File: config.mk
export PLATFORM = sky130hd
export DESIGN_NAME = zbt_sram
export DESIGN_NICKNAME = d
export VERILOG_FILES = /design/src/rtl/zbt_pkg.sv /design/src/rtl/zbt_burst_step.sv /design/src/rtl/zbt_access_ctrl.sv /design/src/rtl/zbt_byte_array.sv /design/src/rtl/zbt_sram.sv
export SDC_FILE = /design/constraint.sdc
export NUM_CORES = 2
export LEC_CHECK = 0
export BUFFER_PORTS_ARGS = -buffer_cell sky130_fd_sc_hd__buf_4
export CAP_MARGIN = 20
export CORE_ASPECT_RATIO = 2
export CORE_MARGIN = 3
export CORE_UTILIZATION = 25
export CTS_CLUSTER_DIAMETER = 40
export DETAILED_ROUTE_END_ITERATION = 7
export PLACE_DENSITY_LB_ADDON = 0.05
export SLEW_MARGIN = 10
export SYNTH_ARGS = -nofsm -noshare
export SYNTH_HDL_FRONTEND = slang
export SYNTH_SLANG_ARGS = --single-unit
File: constraint.sdc
create_clock -name clk -period 4.4 [get_ports clk]
set_input_delay 0.44 -clock clk [delete_from_list [all_inputs] [get_ports clk]]
set_output_delay 0.44 -clock clk [all_outputs]
set_load 0.03 [all_outputs]
File: src/rtl/zbt_pkg.sv
package zbt_pkg;

  typedef enum logic {
    ORD_LINEAR = 1'b0,
    ORD_XOR    = 1'b1
  } burst_order_e;

  // low address bits for burst step 'step' starting from 'start'
  function automatic logic [1:0] burst_low(burst_order_e ord, logic [1:0] start,
                                           logic [1:0] step);
    if (ord == ORD_XOR) return start ^ step;
    else                return start + step;
  endfunction

endpackage

File: src/rtl/zbt_burst_step.sv
module zbt_burst_step
  import zbt_pkg::*;
#(
  parameter int CNT_W = 2
) (
  input  logic             order_xor,
  input  logic [CNT_W-1:0] start_lo,
  input  logic [CNT_W-1:0] step_cnt,
  output logic [CNT_W-1:0] cur_lo
);

  burst_order_e ord;

  assign ord = burst_order_e'(order_xor);

  generate
    if (CNT_W == 2) begin : g_two_bit
      assign cur_lo = burst_low(ord, start_lo, step_cnt);
    end else begin : g_generic
      assign cur_lo = (ord == ORD_XOR) ? (start_lo ^ step_cnt) : (start_lo + step_cnt);
    end
  endgenerate

endmodule

File: src/rtl/zbt_access_ctrl.sv
module zbt_access_ctrl #(
  parameter int AW = 6,
  parameter int NB = 4
) (
  input  logic          clk,
  input  logic          rst_n,
  input  logic          clk_en_n,
  input  logic          selected,
  input  logic          burst_adv,
  input  logic          is_read,
  input  logic [AW-1:0] addr,
  input  logic [NB-1:0] byte_we_n,
  input  logic          order_xor,
  output logic          acc_valid,
  output logic          acc_read,
  output logic [AW-1:0] acc_addr,
  output logic [NB-1:0] acc_we_n
);

  localparam int CW = 2;
  localparam int HW = AW - CW;

  logic          active_q,  active_d;
  logic          valid_q,   valid_d;
  logic          read_q,    read_d;
  logic [HW-1:0] hi_q,      hi_d;
  logic [CW-1:0] start_q,   start_d;
  logic [CW-1:0] cnt_q,     cnt_d;
  logic [NB-1:0] we_q,      we_d;
  logic [CW-1:0] acc_lo;

  always_comb begin
    active_d = active_q;
    valid_d  = valid_q;
    read_d   = read_q;
    hi_d     = hi_q;
    start_d  = start_q;
    cnt_d    = cnt_q;
    we_d     = we_q;
    if (!burst_adv) begin
      if (selected) begin
        active_d = 1'b1;
        valid_d  = 1'b1;
        read_d   = is_read;
        hi_d     = addr[AW-1:CW];
        start_d  = addr[CW-1:0];
        cnt_d    = '0;
        we_d     = is_read ? '1 : byte_we_n;
      end else begin
        active_d = 1'b0;
        valid_d  = 1'b0;
        we_d     = '1;
      end
    end else if (active_q) begin
      valid_d = 1'b1;
      cnt_d   = cnt_q + 1'b1;
      we_d    = read_q ? '1 : byte_we_n;
    end else begin
      valid_d = 1'b0;
      we_d    = '1;
    end
  end

  always_ff @(posedge clk or negedge rst_n) begin
    if (!rst_n) begin
      active_q <= 1'b0;
      valid_q  <= 1'b0;
      read_q   <= 1'b0;
      hi_q     <= '0;
      start_q  <= '0;
      cnt_q    <= '0;
      we_q     <= '1;
    end else if (!clk_en_n) begin
      active_q <= active_d;
      valid_q  <= valid_d;
      read_q   <= read_d;
      hi_q     <= hi_d;
      start_q  <= start_d;
      cnt_q    <= cnt_d;
      we_q     <= we_d;
    end
  end

  zbt_burst_step #(.CNT_W(CW)) i_step (
    .order_xor (order_xor),
    .start_lo  (start_q),
    .step_cnt  (cnt_q),
    .cur_lo    (acc_lo)
  );

  assign acc_valid = valid_q;
  assign acc_read  = read_q;
  assign acc_addr  = {hi_q, acc_lo};
  assign acc_we_n  = we_q;

  // advancing keeps the loaded type and the upper address
  p_burst_keep_r3: assert property (@(posedge clk) disable iff (!rst_n)
    (!clk_en_n && burst_adv && active_q) |=>
      (valid_q && read_q == $past(read_q) && acc_addr[AW-1:CW] == $past(acc_addr[AW-1:CW])));

  // linear order steps the low bits by one
  p_linear_step_r4: assert property (@(posedge clk) disable iff (!rst_n)
    (!clk_en_n && burst_adv && active_q && !order_xor) |=>
      (acc_lo == $past(acc_lo) + 2'd1));

  // interleaved order flips bit 0 alone or both bits
  p_xor_step_r5: assert property (@(posedge clk) disable iff (!rst_n)
    (!clk_en_n && burst_adv && active_q && order_xor) |=>
      (((acc_lo ^ $past(acc_lo)) == 2'd1) || ((acc_lo ^ $past(acc_lo)) == 2'd3)));

  // a load while deselected ends the access
  p_deselect_r6: assert property (@(posedge clk) disable iff (!rst_n)
    (!clk_en_n && !burst_adv && !selected) |=> (!valid_q && !active_q));

  // advance with no burst is a no-operation
  p_noop_r7: assert property (@(posedge clk) disable iff (!rst_n)
    (!clk_en_n && burst_adv && !active_q) |=> (!valid_q && we_q == '1));

  // a suspended edge leaves the pipeline untouched
  p_suspend_hold_r8: assert property (@(posedge clk) disable iff (!rst_n)
    clk_en_n |=> ($stable(acc_addr) && $stable(valid_q) && $stable(active_q) && $stable(we_q)));

endmodule

File: src/rtl/zbt_byte_array.sv
module zbt_byte_array #(
  parameter int DEPTH = 64,
  parameter int NB    = 4,
  parameter int BW    = 9
) (
  input  logic                     clk,
  input  logic                     wr_en,
  input  logic [$clog2(DEPTH)-1:0] addr,
  input  logic [NB-1:0]            we_n,
  input  logic [NB*BW-1:0]         wdata,
  output logic [NB*BW-1:0]         rdata
);

  genvar gi;
  generate
    for (gi = 0; gi < NB; gi++) begin : g_lane
      logic [BW-1:0] lane_mem [DEPTH];

      always_ff @(posedge clk) begin
        if (wr_en && !we_n[gi]) begin
          lane_mem[addr] <= wdata[gi*BW +: BW];
        end
      end

      assign rdata[gi*BW +: BW] = lane_mem[addr];
    end
  endgenerate

endmodule

File: src/rtl/zbt_sram.sv
module zbt_sram #(
  parameter int DEPTH  = 64,
  parameter int NB     = 4,
  parameter int BW     = 9,
  parameter int AW     = $clog2(DEPTH),
  parameter int WORD_W = NB * BW
) (
  input  logic              clk,
  input  logic              rst_n,
  input  logic              clk_en_n,
  input  logic              sel_a_n,
  input  logic              sel_b_n,
  input  logic              sel_c,
  input  logic              burst_adv,
  input  logic              is_read,
  input  logic [AW-1:0]     addr,
  input  logic [NB-1:0]     byte_we_n,
  input  logic              order_xor,
  input  logic              out_en_n,
  input  logic [WORD_W-1:0] wdata,
  output logic [WORD_W-1:0] rdata,
  output logic              rdata_oe
);

  logic          selected;
  logic          acc_valid;
  logic          acc_read;
  logic [AW-1:0] acc_addr;
  logic [NB-1:0] acc_we_n;
  logic          wr_en;

  assign selected = !sel_a_n && !sel_b_n && sel_c;

  zbt_access_ctrl #(.AW(AW), .NB(NB)) i_ctrl (
    .clk       (clk),
    .rst_n     (rst_n),
    .clk_en_n  (clk_en_n),
    .selected  (selected),
    .burst_adv (burst_adv),
    .is_read   (is_read),
    .addr      (addr),
    .byte_we_n (byte_we_n),
    .order_xor (order_xor),
    .acc_valid (acc_valid),
    .acc_read  (acc_read),
    .acc_addr  (acc_addr),
    .acc_we_n  (acc_we_n)
  );

  // the write commits on the enabled edge that carries its data
  assign wr_en = acc_valid && !acc_read && !clk_en_n;

  zbt_byte_array #(.DEPTH(DEPTH), .NB(NB), .BW(BW)) i_array (
    .clk   (clk),
    .wr_en (wr_en),
    .addr  (acc_addr),
    .we_n  (acc_we_n),
    .wdata (wdata),
    .rdata (rdata)
  );

  assign rdata_oe = acc_valid && acc_read && !out_en_n;

  // bus released while reset is held
  always_comb begin
    if (!rst_n) p_reset_hiz_r11: assert (!rdata_oe);
  end

  // suspended edge keeps the driven read data
  p_suspend_data_r8: assert property (@(posedge clk) disable iff (!rst_n)
    (clk_en_n && $stable(out_en_n)) |=> ($stable(rdata) && $stable(rdata_oe)));

endmodule

# Yosys cells after proc, flatten, opt, wreduce, memory -nomap -nowiden
# Memory sizes are Yosys's and may differ from the RTL's.
# Cells that the tools add are included.
# word_totals
in_bits	56
mem_bits_rw	2304
output_inout_bits	37
memories	4
register_bits	15
# mem_list
memory	words	word_bits	rd	rd_ports_with_merged_regs	write_ports	line_no	text
i_array.g_lane[0].lane_mem	64	9	1	0	1	zbt_byte_array.sv:17	logic [BW-1:0] lane_mem [DEPTH];
i_array.g_lane[1].lane_mem	64	9	1	0	1	zbt_byte_array.sv:17	
i_array.g_lane[2].lane_mem	64	9	1	0	1	zbt_byte_array.sv:17	
i_array.g_lane[3].lane_mem	64	9	1	0	1	zbt_byte_array.sv:17	
# classes
n_reduce_logical	23
eq_ne	1
addsub	2
n_bitwise	3
mux	20
# ops
op	n
$mux W4	5
$mux W1	11
$logic_and A1 B1 Y1	10
$logic_not A1 Y1	9
$mux W2	4
$reduce_and A3 Y1	2
$add A2 B1 Y2 const B	1
$add A2 B2 Y2	1
$ne A2 B1 Y1 const B	1
$not A1 Y1	2
$reduce_and A2 Y1	1
$reduce_bool A2 Y1	1
$xor A2 B2 Y2	1

# Depth between registers and ports, before layout
# depth
ltp_word	6
ltp_mapped	12

# Hierarchy
# Synthesis repeated with hierarchy kept, for this count alone.
# hier_totals
cells_unflattened	5220
hier_area_um2	89210.6
# by_module_without_submodules
module	seq_area_each_um2	n_inst	cells_each	area_per_inst_um2
zbt_byte_array	69186.4	1	5163	88478.6
zbt_access_ctrl	380.4	1	49	658.1
zbt_burst_step	0.0	1	5	40.0
zbt_sram	0.0	1	3	33.8

# Worst setup path after synthesis
# Ideal clock, no wire load.
# synth_path
kind	register to output
startpoint	register i_ctrl.cnt_q[0]
endpoint	output port rdata[26]
arrival_ns	2.952
path_slack_ns	1.008
n_path_buf	2
stages_incl_launch_ff	9
path_cell_list	dfrtp_1 ha_1 inv_2 buf_2 buf_1 mux4_2 a22o_1 nor4_1 nand4_1
# synth_via
elab_chain_len	3
word_cells_on_any_way	4
cone_classes	add/sub: 1; mux: 1; bitwise: 1; memory: 1
# synth_lines
element	line_no	text
start, declared	zbt_access_ctrl.sv:28	logic [CW-1:0] cnt_q, cnt_d;
start signal, assigned	zbt_access_ctrl.sv:79	cnt_q <= cnt_d;
$add A2 B2 Y2 or $xor A2 B2 Y2 (tied branches)	zbt_pkg.sv:12, zbt_pkg.sv:11	
$mux W2 *	zbt_pkg.sv:11	if (ord == ORD_XOR) return start ^ step;
$mem_v2 Z64 W9 *	--	
end, declared	zbt_sram.sv:21	output logic [WORD_W-1:0] rdata,
# Every way passes the cells marked *; elsewhere a longest branch is shown, timed or not.

# Final worst setup path
# layout_path
startpoint	register i_ctrl.cnt_q[0]
endpoint	output port rdata[8]
# Same word-level chain as after synthesis.

==> impl_metrics.sql <==
INSERT INTO impl_metrics (metric_group, metric, value, unit) VALUES
('yosys', 'synth_sequential_area_ratio', '0.765', ''),
('yosys', 'synth.avg_cell_area', '18.7', 'um2'),
('sta', 'period_minus_slack', '4530', 'ps'),
('global_routing', 'global_route.usage.total', '0.196', ''),
('sta', 'drv_slew', '0', ''),
('setup_path', 'path_class', 'flop to primary output', ''),
('global_routing', 'initial_antenna_violation_count', '14', ''),
('yosys', 'synth_cell_types', '57', ''),
('yosys', 'cell_area_after_synthesis', '90900', 'um2'),
('global_routing', 'pin_count_of_the_biggest_net_entering_global_routing', '88', ''),
('place', 'port_buffers', '92', ''),
('drt', 'postRouteWirelength', '373', 'mm'),
('sta', 'timing.final.crit_share', '1.03', ''),
('drt', 'sum_of_met3_wire_segment_lengths_after_detailed_routing', '11.3', 'mm'),
('power', 'fin_total_pwr', '77700', 'uW'),
('sta', 'setup_repair_after_global_routing_missed_its_margin', 'yes', ''),
('sta', 'final-setup-viol-count', '18', ''),
('power', 'power.share.sequential', '0.314', ''),
('min_path', 'hold_path.class', 'input pin to flop', ''),
('yosys', 'synth-main-ff-cell', 'edfxtp_1', ''),
('setup_path', 'cpMostUsedCell', 'buf_6', ''),
('clock_tree', 'insertion_delay', '900', 'ps'),
('setup_path', 'critPathArrivalTime', '4090', 'ps'),
('yosys', 'synth_top_area_share', '0.761', ''),
('yosys', 'synth.net_count', '4915', ''),
('drt', 'met2WireLength', '208', 'mm'),
('sta', 'fmaxAchievable', '0.221', 'GHz'),
('flow_run', 'drv_cap', '0', ''),
('drt', 'initial_drc_count', '4272', ''),
('finish', 'register_area', '69600', 'um2'),
('finish', 'finish.cell_count_without_fillers', '10675', ''),
('setup_path', 'worst_path_max_delay_cell', 'mux4_2', ''),
('drt', 'dr_total_vias', '51521', ''),
('outcome', 'run_status', 'complete, but fails checks', ''),
('clock_tree', 'clock-sinks', '2319', ''),
('drt', 'highest_layer', 'met5', ''),
('place', 'placement.setup.worst_slack', '64.2', 'ps'),
('global_routing', 'grt_pass1_wl', '496', 'mm'),
('power', 'switching_fraction', '0.339', ''),
('sta', 'setup_ws', '-127', 'ps'),
('sta', 'finalHoldViolCount', '0', ''),
('die', 'die_w', '432', 'um'),
('finish', 'layout-drive-gt1-share', '0.342', ''),
('drt', 'detailedRoute.firstPassIterationCount', '5', ''),
('setup_path', 'timing.critical_path.to_type', 'primary output', ''),
('yosys', 'synthCells', '4858', ''),
('power', 'pwr-share-clk', '0.306', ''),
('yosys', 'synthTopCellsByArea', 'edfxtp_1 76%, mux4_2 11%, nand2_1 1.8%, nor2_1 1.3%, a22oi_1 1.1%', ''),
('outcome', 'failed_checks', 'negative setup slack', ''),
('die', 'dieHeight', '859', 'um'),
('die', 'die_area', '371000', 'um2'),
('die', 'placement_rows', '312', ''),
('clock_tree', 'tritoncts', 'built', ''),
('finish', 'postLayoutCoreUtil', '0.321', ''),
('yosys', 'post-synth-top-area-cell', 'edfxtp_1', ''),
('setup_path', 'rrSetupSlack', '460', 'ps'),
('clock_tree', 'path_clk_slew', '70', 'ps'),
('die', 'io_pins', '93', ''),
('yosys', 'synth-async-reset-ratio', '0.00647', ''),
('clock_tree', 'cts-htree-levels', '5', ''),
('drt', 'met1Wirelength', '141', 'mm'),
('setup_path', 'worst_path_dominant_cell_family', 'buffers and inverters', ''),
('finish', 'area_growth', '27.4', '%'),
('place', 'dp_hpwl', '231', 'mm'),
('finish', 'num-nets-final', '5801', ''),
('drt', 'route.detailed.wl_per_inst', '35.0', 'um'),
('global_routing', 'gr-total-overflow', '0', ''),
('setup_path', 'worst-path-max-fanout', '7', ''),
('clock_tree', 'cts-root-to-sink-buffers', '4', ''),
('sta', 'final.setup_skew', '55.1', 'ps'),
('yosys', 'synth_seq_cells', '2319', '');
-- power groups by stage --
stage	Sequential [uW]	Clock (uW)	Combinational, uW
final	24400	23800	29600
after global routing	24400	25300	30900
after CTS	24400	24500	28300
after detailed placement	24800	0	22600
after global placement	24800	0	22700
after floorplan	24800	0	11800
-- cell usage after synthesis, drive strengths merged, types with 43 or more instances --
library cell and instances:
nand3 86, nor2 303, nand2 435, edfxtp 2304, a21oi 105, a31oi 43, o221ai 67, nor3 80
buf 133, a22oi 136, clkbuf 179, o21ai 87, and3 62, mux2i 77, o22ai 101, mux4 456
-- through the flow --
step	area (um2)	hold slack [ps]	TNS, ps
after CTS	114000	51.2	-5470
final	116000	122	-1010
after global placement	101000	345	0
after global routing	116000	120	-4320
after detailed placement	101000	347	0
after floorplan	90900	144	0
-- what timing repair did --
item                                    4_1_cts  5_1_grt
cloned                                       31       13
resized for setup                           322      157
endpoints found under the hold margin        30        0
endpoints found under the setup margin       36       36
pin swaps                                    94       93
buffers inserted                            129       81
hold buffers                                 19        0
-- path summary, 6_finish.rpt --
kind,startpoint,end,cells past startpoint
setup / recovery,i_ctrl.cnt_q[0]$_DFFE_PN0P_,rdata[8],13
hold / removal,wdata[29],i_array.g_lane[3].lane_mem[38][2]$_DFFE_PP_,1
setup reg to reg,i_ctrl.cnt_q[0]$_DFFE_PN0P_,i_array.g_lane[1].lane_mem[26][7]$_DFFE_PP_,11
hold reg to reg,i_ctrl.acc_we_n[1]$_DFFE_PN1N_,i_ctrl.acc_we_n[1]$_DFFE_PN1N_,2
max in group asynchronous,rst_n,i_ctrl.hi_q[0]$_DFFE_PN0P_,4
min in group asynchronous,rst_n,i_ctrl.acc_we_n[0]$_DFFE_PN1N_,3
-- worst reg2reg max path, cell delays in order, from the launching register on --
cell,delay [ps]
dfrtp_1,390
ha_4,160
nor2b_4,200
xnor2_4,150
buf_12,150
buf_12,150
buf_8,220
nand2b_4,280
nor2_1,370
nand2_1,790
nor2_1,440
buf_4,270
-- flip-flops by register name, indices dropped and copies added (netlist names) --
signal	count
i_ctrl.hi_q	4
i_ctrl.acc_read	1
i_ctrl.active_q	1
i_ctrl.acc_valid	1
i_ctrl.acc_we_n	4
i_ctrl.cnt_q	2
i_ctrl.start_q	2
i_array.g_lane.lane_mem	2304
-- layout by cell type (no fill, tap or decap), types with 40 or more instances in the layout --
cell type  synthesis  final
nand3_1           86     79
nor3_1            79     71
edfxtp_1        2304   2304
a22oi_1          136     80
a21oi_1          105     81
mux2i_1           77     55
o21ai_0           87     84
buf_4              7    620
clkbuf_16          0    309
a22oi_2            0     56
buf_6              2     97
and3_1            62     62
nor2_1           303    279
o22ai_1          101     81
nand2_1          435    416
mux4_2           452    455
o221ai_1          67     64
buf_16             0     40
buf_12             1     81
-- logic make-up (layout without fill, tap and decap cells) --
kind of cell,after synthesis,count (layout),synth area share
mux,549,549,0.124
flops,2319,2319,0.765
other cells,0,7,0
simple gates,1053,1053,0.0508
xor+xnor,4,4,0.000674
buf+inv,318,1418,0.0148
compound gates,614,614,0.0448
fa+ha+maj,1,1,0.000138
-- cell type report --
| type | count | share of cell area |
|---|---|---|
| diodes | 7 | 0.000151 |
| clock buffers | 332 | 0.0652 |
| clock inverters | 175 | 0.0149 |
| inverters | 6 | 0.000421 |
| multi-input cells | 2221 | 0.184 |
| flip-flops and latches | 2319 | 0.600 |
| well taps | 4710 | 0.0509 |
| repair buffers | 903 | 0.0837 |
| repair inverters | 2 | 0.000356 |
-- per-layer routing --
| layer | up-vias | global-route usage |
|---|---|---|
| li1 | 21711 | - |
| met1 | 28168 | 0.225 |
| met2 | 1198 | 0.378 |
| met3 | 442 | 0.0198 |
| met4 | 2 | 0.0583 |
| met5 | - | 0 |
No activity file was read; power rests on OpenSTA's default activity.
